`src/rtl/tat_pkg.sv`:
```
package tat_pkg;
  // word indices (byte offset >> 1) inside each window
  localparam int CNT_IDX = 0;
  localparam int CMP_IDX = 4;
  localparam int ENA_IDX = 14;
  localparam int STS_IDX = 15;

  typedef enum logic {
    WIN_TIME = 1'b0,
    WIN_IRQ  = 1'b1
  } win_e;
endpackage

```
`src/rtl/tat_counter.sv`:
```
module tat_counter #(
  parameter int CNT_W  = 48,
  parameter int WORD_W = 16,
  parameter int NW     = CNT_W / WORD_W
) (
  input  logic              clk,
  input  logic              rst_n,
  input  logic              tick_en,
  input  logic [NW-1:0]     wr_en,
  input  logic [WORD_W-1:0] wr_data,
  output logic [CNT_W-1:0]  cnt
);

  always_ff @(posedge clk) begin
    if (!rst_n) begin
      cnt <= '0;
    end else if (|wr_en) begin
      // word load wins over the tick in the same cycle
      for (int i = 0; i < NW; i++) begin
        if (wr_en[i]) cnt[i*WORD_W +: WORD_W] <= wr_data;
      end
    end else if (tick_en) begin
      cnt <= cnt + CNT_W'(1);
    end
  end

endmodule

```
`src/rtl/tat_compare.sv`:
```
module tat_compare #(
  parameter int CNT_W  = 48,
  parameter int WORD_W = 16,
  parameter int NW     = CNT_W / WORD_W
) (
  input  logic              clk,
  input  logic              rst_n,
  input  logic              tick_en,
  input  logic [NW-1:0]     wr_en,
  input  logic [WORD_W-1:0] wr_data,
  input  logic [CNT_W-1:0]  cnt,
  output logic [CNT_W-1:0]  cmp,
  output logic              match_tick
);

  logic [NW-1:0] word_eq;

  always_ff @(posedge clk) begin
    if (!rst_n) begin
      cmp <= '0;
    end else begin
      for (int i = 0; i < NW; i++) begin
        if (wr_en[i]) cmp[i*WORD_W +: WORD_W] <= wr_data;
      end
    end
  end

  for (genvar g = 0; g < NW; g++) begin : g_eq
    assign word_eq[g] = (cnt[g*WORD_W +: WORD_W] == cmp[g*WORD_W +: WORD_W]);
  end

  // sampled once per tick only
  assign match_tick = tick_en & (&word_eq);

endmodule

```
`src/rtl/tat_regs.sv`:
```
module tat_regs
  import tat_pkg::*;
#(
  parameter int CNT_W  = 48,
  parameter int WORD_W = 16,
  parameter int ADDR_W = 5,
  parameter int NW     = CNT_W / WORD_W
) (
  input  logic              clk,
  input  logic              rst_n,
  input  logic              bus_req,
  input  logic              bus_we,
  input  logic              bus_win,
  input  logic [ADDR_W-1:0] bus_addr,
  input  logic              wbit0,
  input  logic [CNT_W-1:0]  cnt,
  input  logic [CNT_W-1:0]  cmp,
  input  logic              match_tick,
  output logic [NW-1:0]     cnt_wr,
  output logic [NW-1:0]     cmp_wr,
  output logic [WORD_W-1:0] rdata,
  output logic              alarm_sts,
  output logic              alarm_ena
);

  logic [ADDR_W-2:0] idx;
  logic              unused_lsb;
  logic              wr_time;
  logic              wr_irq;
  logic              sts_clr;
  logic [WORD_W-1:0] rd_val;

  assign idx        = bus_addr[ADDR_W-1:1];
  assign unused_lsb = bus_addr[0];
  assign wr_time    = bus_req && bus_we && (bus_win == WIN_TIME);
  assign wr_irq     = bus_req && bus_we && (bus_win == WIN_IRQ);
  assign sts_clr    = wr_irq && (int'(idx) == STS_IDX) && wbit0;

  for (genvar g = 0; g < NW; g++) begin : g_dec
    assign cnt_wr[g] = wr_time && (int'(idx) == CNT_IDX + g);
    assign cmp_wr[g] = wr_time && (int'(idx) == CMP_IDX + g);
  end

  always_comb begin
    rd_val = '0;
    if (bus_win == WIN_TIME) begin
      for (int i = 0; i < NW; i++) begin
        if (int'(idx) == CNT_IDX + i) rd_val = cnt[i*WORD_W +: WORD_W];
        if (int'(idx) == CMP_IDX + i) rd_val = cmp[i*WORD_W +: WORD_W];
      end
    end else begin
      if (int'(idx) == STS_IDX) rd_val = {{(WORD_W-1){1'b0}}, alarm_sts};
      if (int'(idx) == ENA_IDX) rd_val = {{(WORD_W-1){1'b0}}, alarm_ena};
    end
  end

  always_ff @(posedge clk) begin
    if (!rst_n) begin
      rdata     <= '0;
      alarm_sts <= 1'b0;
      alarm_ena <= 1'b0;
    end else begin
      if (bus_req && !bus_we) rdata <= rd_val;
      if (match_tick)   alarm_sts <= 1'b1;
      else if (sts_clr) alarm_sts <= 1'b0;
      if (wr_irq && (int'(idx) == ENA_IDX)) alarm_ena <= wbit0;
    end
  end

endmodule

```
`src/rtl/tick_alarm_timer.sv`:
```
module tick_alarm_timer #(
  parameter int CNT_W  = 48,
  parameter int WORD_W = 16,
  parameter int ADDR_W = 5
) (
  input  logic              clk,
  input  logic              rst_n,
  input  logic              tick_en,
  input  logic              bus_req,
  input  logic              bus_we,
  input  logic              bus_win,
  input  logic [ADDR_W-1:0] bus_addr,
  input  logic [WORD_W-1:0] bus_wdata,
  output logic [WORD_W-1:0] bus_rdata,
  output logic              alarm_irq
);

  localparam int NW = CNT_W / WORD_W;

  logic [CNT_W-1:0] cnt_val;
  logic [CNT_W-1:0] cmp_val;
  logic [NW-1:0]    cnt_wr;
  logic [NW-1:0]    cmp_wr;
  logic             match_tick;
  logic             alarm_sts;
  logic             alarm_ena;

  tat_counter #(.CNT_W(CNT_W), .WORD_W(WORD_W), .NW(NW)) u_cnt (
    .clk     (clk),
    .rst_n   (rst_n),
    .tick_en (tick_en),
    .wr_en   (cnt_wr),
    .wr_data (bus_wdata),
    .cnt     (cnt_val)
  );

  tat_compare #(.CNT_W(CNT_W), .WORD_W(WORD_W), .NW(NW)) u_cmp (
    .clk        (clk),
    .rst_n      (rst_n),
    .tick_en    (tick_en),
    .wr_en      (cmp_wr),
    .wr_data    (bus_wdata),
    .cnt        (cnt_val),
    .cmp        (cmp_val),
    .match_tick (match_tick)
  );

  tat_regs #(.CNT_W(CNT_W), .WORD_W(WORD_W), .ADDR_W(ADDR_W), .NW(NW)) u_regs (
    .clk        (clk),
    .rst_n      (rst_n),
    .bus_req    (bus_req),
    .bus_we     (bus_we),
    .bus_win    (bus_win),
    .bus_addr   (bus_addr),
    .wbit0      (bus_wdata[0]),
    .cnt        (cnt_val),
    .cmp        (cmp_val),
    .match_tick (match_tick),
    .cnt_wr     (cnt_wr),
    .cmp_wr     (cmp_wr),
    .rdata      (bus_rdata),
    .alarm_sts  (alarm_sts),
    .alarm_ena  (alarm_ena)
  );

  assign alarm_irq = alarm_sts & alarm_ena;

endmodule

```
`config.mk`:
```
export PLATFORM = sky130hd
export DESIGN_NAME = tick_alarm_timer
export DESIGN_NICKNAME = d
export VERILOG_FILES = /design/src/rtl/tat_pkg.sv /design/src/rtl/tat_counter.sv /design/src/rtl/tat_compare.sv /design/src/rtl/tat_regs.sv /design/src/rtl/tick_alarm_timer.sv
export SDC_FILE = /design/constraint.sdc
export NUM_CORES = 1
export LEC_CHECK = 0
export BUFFER_PORTS_ARGS = -buffer_cell sky130_fd_sc_hd__buf_4
export CELL_PAD_IN_SITES_DETAIL_PLACEMENT = 1
export CELL_PAD_IN_SITES_GLOBAL_PLACEMENT = 1
export CORE_MARGIN = 1
export CORE_UTILIZATION = 45
export DETAILED_ROUTE_END_ITERATION = 8
export PLACE_DENSITY_LB_ADDON = 0.1
export SLEW_MARGIN = 20
export SYNTH_ARGS = -nofsm -noshare
export SYNTH_HDL_FRONTEND = slang
export SYNTH_SLANG_ARGS = --single-unit
```
`constraint.sdc`:
```
create_clock -name clk -period 3.1 [get_ports clk]
set_input_delay 0.155 -clock clk [delete_from_list [all_inputs] [get_ports clk]]
set_output_delay 0.155 -clock clk [all_outputs]
set_load 0.03 [all_outputs]
```
==> results.py, run 1 <==
metrics = {
    "status": {
        "outcome": "finished, violations left",
        "violations": "DRC",
    },
    "floorplanning": {
        "pin_count": 44,
        "start_util_pct": 46.5,
        "rows": 44,
        "core-area_mm2": 0.0146,
        "die_area_mm2": 0.0156,
        "die_w_um": 125,
        "die_y_um": 125,
    },
    "min_path": {
        "hp-class": "in -> reg",
        "min-delay-start": "bus_wdata[14]",
        "hold_path_depth": 3,
        "min_to": "u_cmp.cmp[14]",
    },
    "placement": {
        "place.gp.congestion": 0.965,
        "hpwl_um": 21600,
        "place_ws_ps": 340,
        "port_buffers": 42,
    },
    "setup_path": {
        "slowest_delay_ps": 840,
        "r2r_slack_ps": 260,
        "r2r-end": "u_cnt.cnt[47]",
        "path_class": "reg -> reg",
        "start_kind": "register",
        "endpoint_kind": "register",
        "critPathMaxFanout": 9,
        "r2r-start": "u_cnt.cnt[11]",
        "arrival_ps": 3130,
        "rr_worst_depth": 5,
        "path_cells": "nand4_1 > or4_1 > nor4_1 > mux2i_1 > o21ai_0",
        "cp.required_ps": 3380,
        "crit_slowest_cell": "or4_1",
    },
    "cts": {
        "cts_post_setup_buffers_inserted": 0,
        "cts_resized": 0,
        "clock_sinks": 114,
        "clockBufferDepth": 2,
        "clock-root-buffer": "clkbuf_16",
        "ctsHoldBuffers": 0,
        "clkLatencyLatePin_ps": 420,
        "clk_pin_slew_ps": 60,
        "tritoncts": "built",
        "cts_buffers": 17,
        "htree_num_levels": 4,
    },
    "synthesis": {
        "yosysTopAreaCell": "dfxtp_1",
        "synthArstFlopShare_pct": 0,
        "synth-main-ff-cell": "dfxtp_1",
        "synth-seq-cells": 114,
        "synth_edf_count": 0,
        "netlist_top_cells_area": "dfxtp_1 34%, nand2_1 8.0%, a22oi_1 7.6%",
        "syn_area_mm2": 0.00681,
        "syn-num-nets": 930,
        "synthDistinctLibCells": 71,
        "ys_warn_count": 0,
        "ys_seq_area_share_pct": 33.5,
        "syn_avg_cell_area_um2": 7.55,
        "synthCells": 902,
        "synth_top_area_share_pct": 33.5,
    },
    "global_route": {
        "grt_util_all_layers_pct": 39.5,
        "grt_max_degree": 46,
        "grt_pass1_wl_um": 46900,
        "grt_pass1_vias": 7704,
        "grt_overflow_total": 0,
        "antenna_found_initial": 0,
    },
    "timing": {
        "finalCriticalPeriod_ps": 2840,
        "whs_ps": 23.7,
        "setup_viol": 0,
        "period_share_pct": 91.8,
        "setup_slack_ps": 256,
        "maxSlewHeadroom_pct": 47.2,
        "drv_slew": 0,
        "clock_skew_ps": 7.42,
        "tns_ps": 0,
        "fmax_ghz": 0.352,
        "hold_viol": 0,
        "worst_pin_slew_ps": 791,
        "rsz0062_at_grt": "no",
    },
    "detailed_routing": {
        "wl_met3_um": 2680,
        "highest_layer": "met4",
        "vias_per_cell": 6.84,
        "wl_met1_um": 12600,
        "dr.pass1.iters": 7,
        "ant_nets": 0,
        "first_iter_violations": 985,
        "routed-wl-met2_um": 13900,
        "drc": 12,
        "finalWirelength_um": 30500,
        "vias": 7765,
        "wire_per_inst_um": 26.9,
    },
    "final_layout": {
        "final_common_cell": "nand2_1",
        "fin_util_pct": 55.5,
        "layout-drive-gt1-share_pct": 16.3,
        "nFillCells": 1760,
        "most-common-layout-cells": "145 x nand2_1, 114 x dfxtp_1, 100 x buf_4, 84 x a21oi_1, 69 x a22oi_1",
        "num-nets-final": 965,
        "area_growth_pct": 19.3,
    },
    "pwr": {
        "power_density_mw_per_mm2": 494,
        "totalPowerFinal_mw": 4.01,
        "vdd_drop_max_uv": 403,
        "p_leak_nw": 2.81,
    },
    "run": {
        "maxCapViolations": 0,
    },
}
==> cell families after synthesis <==
| logic type | count (synthesis) | synth area share (%) |
|---|---|---|
| compound gates | 280 | 27.3 |
| fa+ha+maj | 1 | 0.184 |
| xor+xnor | 38 | 4.89 |
| buf+inv | 98 | 6.03 |
| flops | 114 | 33.5 |
| mux | 13 | 1.93 |
| simple gates | 358 | 26.2 |
==> critical path, delay by kind of cell (launching register included) <==
family / cells / cell delay [ps]
compound gates: 1 / 120
simple gates: 3 / 1840
mux: 1 / 260
flops: 1 / 480
==> layout make-up <==
| cell class | count | area (um^2) | area share (%) |
|---|---|---|---|
| multi-input cells | 690 | 4160 | 51.2 |
| flip-flops and latches | 114 | 2280 | 28.1 |
| repair buffers | 100 | 751 | 9.24 |
| clock buffers | 20 | 467 | 5.75 |
| well taps | 184 | 230 | 2.84 |
| clock inverters | 12 | 178 | 2.19 |
| inverters | 14 | 52.6 | 0.647 |
| diodes | 1 | 2.50 | 0.0308 |
==> layer usage <==
layer	track usage (%)	vias up
met1	51.1	3849
li1	-	3415
met4	17.5	0
met3	8.47	84
met2	63.5	417
met5	0	-
==> worst max path at each step <==
stage | depth (start not counted) | startpoint | end | slack, ps
5_1_grt | 5 | u_cnt.cnt[11] | u_cnt.cnt[47] | 160
2_1_floorplan | 7 | u_cnt.cnt[0] | u_cnt.cnt[36] | 700
3_5_place_dp | 5 | u_cnt.cnt[11] | u_cnt.cnt[47] | 340
4_1_cts | 5 | u_cnt.cnt[11] | u_cnt.cnt[47] | 320
6_report | 5 | u_cnt.cnt[11] | u_cnt.cnt[47] | 260
3_3_place_gp | 5 | u_cnt.cnt[11] | u_cnt.cnt[43] | 460
==> where the power goes <==
part / switching, mW / internal, mW
logic: 0.217 / 0.101
registers: 0.0224 / 1.48
clock network: 0.775 / 1.41
==> sequential cells by signal, summed over array words and instances (netlist names) <==
signal            cells
u_cnt.cnt            48
u_regs.alarm_ena      1
u_cmp.cmp            48
u_regs.rdata         16
u_regs.alarm_sts      1
==> Yosys cell counts (6+ instances only) <==
cell type	instances
a21oi_1	84
a22o_1	6
a22oi_1	69
a31oi_1	13
and2_1	9
and3_1	9
and4_1	9
buf_2	12
clkbuf_1	65
dfxtp_1	114
inv_1	13
mux2i_1	12
nand2_1	145
nand3_1	40
nand4_1	26
nor2_1	50
nor3_1	15
nor4_1	22
o21ai_0	30
o22ai_1	18
o31a_1	6
xnor2_1	31
xor2_1	7
==> per-stage QoR <==
| stage | cells | area (um^2) |
|---|---|---|
| finish | 1135 | 8120 |
| global route | 1134 | 8120 |
| CTS | 1134 | 8120 |
| detailed placement | 1102 | 7470 |
| global placement | 1102 | 7470 |
| floorplan | 902 | 6810 |
No activity file was read; power rests on OpenSTA's default activity.
==> run 2, diff against run 1 <==
Settings changed: CORE_ASPECT_RATIO set to 0.8, SKIP_CTS_REPAIR_TIMING set to 1.
==> run 2 against run 1 <==
- the run now ends clean
- final cell count is essentially flat
- non-clock buffer count is the same
- critical path depth is the same
- clock skew grew 2.3 ps
- die area is essentially flat
- power shrank 0.82%
- setup slack gained 140 ps
- via count grew 1.1%
- utilization grew 0.17 points
- clock-buffer cell count shrank 3
- flip-flop and latch count is the same
- critical endpoint is now u_cnt.cnt[31]
- largest cell class unchanged
- highest routed layer unchanged
==> results.py, run 2 (synthesized netlist as in run 1, its figures left out) <==
metrics = {
    "floorplanning": {
        "die_area_mm2": 0.0156,
        "rows": 39,
        "pin_count": 44,
        "core-area_mm2": 0.0145,
        "die_w_um": 140,
        "start_util_pct": 46.8,
        "die_y_um": 112,
    },
    "cts": {
        "clkLatencyLatePin_ps": 430,
        "clock-root-buffer": "clkbuf_16",
        "clockBufferDepth": 2,
        "htree_num_levels": 4,
        "clk_pin_slew_ps": 60,
        "cts_buffers": 17,
        "clock_sinks": 114,
        "tritoncts": "built",
    },
    "run": {
        "maxCapViolations": 0,
    },
    "timing": {
        "tns_ps": 0,
        "drv_slew": 0,
        "worst_pin_slew_ps": 800,
        "hold_viol": 0,
        "whs_ps": 11.2,
        "rsz0062_at_grt": "no",
        "clock_skew_ps": 9.77,
        "period_share_pct": 87.3,
        "fmax_ghz": 0.370,
        "setup_viol": 0,
        "finalCriticalPeriod_ps": 2710,
        "maxSlewHeadroom_pct": 45.9,
    },
    "setup_path": {
        "path_cells": "nand4_1 > or4_1 > or4_1 > a22oi_1 > o31ai_1",
        "critPathMaxFanout": 9,
        "critPathBufInv": 0,
        "cpLargestDelayFamily": "simple AND/OR/NAND/NOR gates",
        "crit_slowest_cell": "or4_1",
        "rr_worst_depth": 5,
        "arrival_ps": 3000,
        "path_class": "reg -> reg",
        "cp_common_cell": "or4_1",
        "start_kind": "register",
        "r2r-start": "u_cnt.cnt[9]",
        "endpoint_kind": "register",
        "crit_start": "u_cnt.cnt[9]",
        "slowest_delay_ps": 870,
        "cp.required_ps": 3400,
        "worst-path-stages": 5,
    },
    "final_layout": {
        "final_common_cell": "nand2_1",
        "area_growth_pct": 18.8,
        "largestRegisters": "u_cmp.cmp (48), u_cnt.cnt (48), u_regs.rdata (16)",
        "num-nets-final": 965,
        "layout-drive-gt1-share_pct": 16.3,
        "most-common-layout-cells": "145 x nand2_1, 114 x dfxtp_1, 100 x buf_4, 84 x a21oi_1, 69 x a22oi_1",
        "num_antenna_cells": 0,
    },
    "global_route": {
        "grt_busiest_layer": "met2",
        "grt_pass1_wl_um": 47100,
        "grt_max_degree": 44,
        "grt.met2_usage_pct": 61.3,
        "grt_util_met3_pct": 9.98,
        "antenna_found_initial": 0,
        "grt_pass1_vias": 7729,
        "grt_util_all_layers_pct": 40.0,
        "grt_overflow_total": 0,
        "grtUsageMet1_pct": 53.7,
    },
    "detailed_routing": {
        "finalWirelength_um": 30900,
        "first_iter_violations": 1004,
        "drc": 0,
        "ant_nets": 0,
        "vias_per_cell": 6.92,
        "dr.pass1.iters": 7,
        "wire_per_inst_um": 27.2,
        "vias": 7849,
    },
    "pwr": {
        "p_leak_nw": 2.79,
        "power_density_mw_per_mm2": 492,
        "vdd_drop_max_uv": 333,
    },
    "status": {
        "outcome": "completed",
    },
    "placement": {
        "place.gp.congestion": 0.962,
        "hpwl_um": 21700,
        "port_buffers": 42,
    },
    "min_path": {
        "hp-class": "in -> reg",
        "hold_path_depth": 3,
        "min-delay-start": "bus_wdata[14]",
    },
}
==> run 2: cell types whose count changed in the layout (fill, tap and decap cells not counted), sizes merged <==
cell,change
diode,-1
clkinvlp,-2
clkinv,+5
clkbuf,-3
==> run 2: per-layer routing <==
layer	vias up	wire length, um
li1	3420	-
met2	450	13400
met1	3887	13000
met4	0	1230
met3	92	3200
met5	-	0
==> run 2: area by class of cell <==
cell class / instances / area (um^2)
sequential: 114 / 2280
clock inverter: 15 / 206
fill: 1784 / 6450
timing repair buffer: 100 / 751
clock buffer: 17 / 425
tap: 184 / 230
inverter: 14 / 52.6
multi-input combinational: 690 / 4140
==> run 2: worst reg2reg max path, stage by stage, from the launching register on <==
cell     delay, ps
dfxtp_1        480
nand4_1        350
or4_1          870
or4_1          600
a22oi_1        190
o31ai_1         90
==> run 2: final timing paths <==
path,end,slack (ps)
worst max-delay path,u_cnt.cnt[31],390
worst min-delay path,u_cmp.cmp[46],10
worst max register to register,u_cnt.cnt[31],390
worst min register to register,u_cmp.cmp[13],490
==> run 2: report_power, final <==
group	total, mW	internal (mW)	leakage (nW)	switching (mW)
Sequential	1.51	1.48	0.920	0.0260
Clock	2.15	1.35	0.304	0.802
Combinational	0.315	0.0985	1.57	0.216
==> run 2: stage by stage <==
stage          util [%]  power, mW  area (um^2)  cells  setup slack (ps)
2_1_floorplan         -       1.68         6810    902               697
3_3_place_gp       51.3       1.83         7450   1102               513
3_5_place_dp       51.3       1.83         7450   1102               478
4_1_cts            55.6       3.96         8090   1134               458
5_1_grt            55.6       4.05         8090   1134               298
6_report           55.6       3.98         8090   1134               394
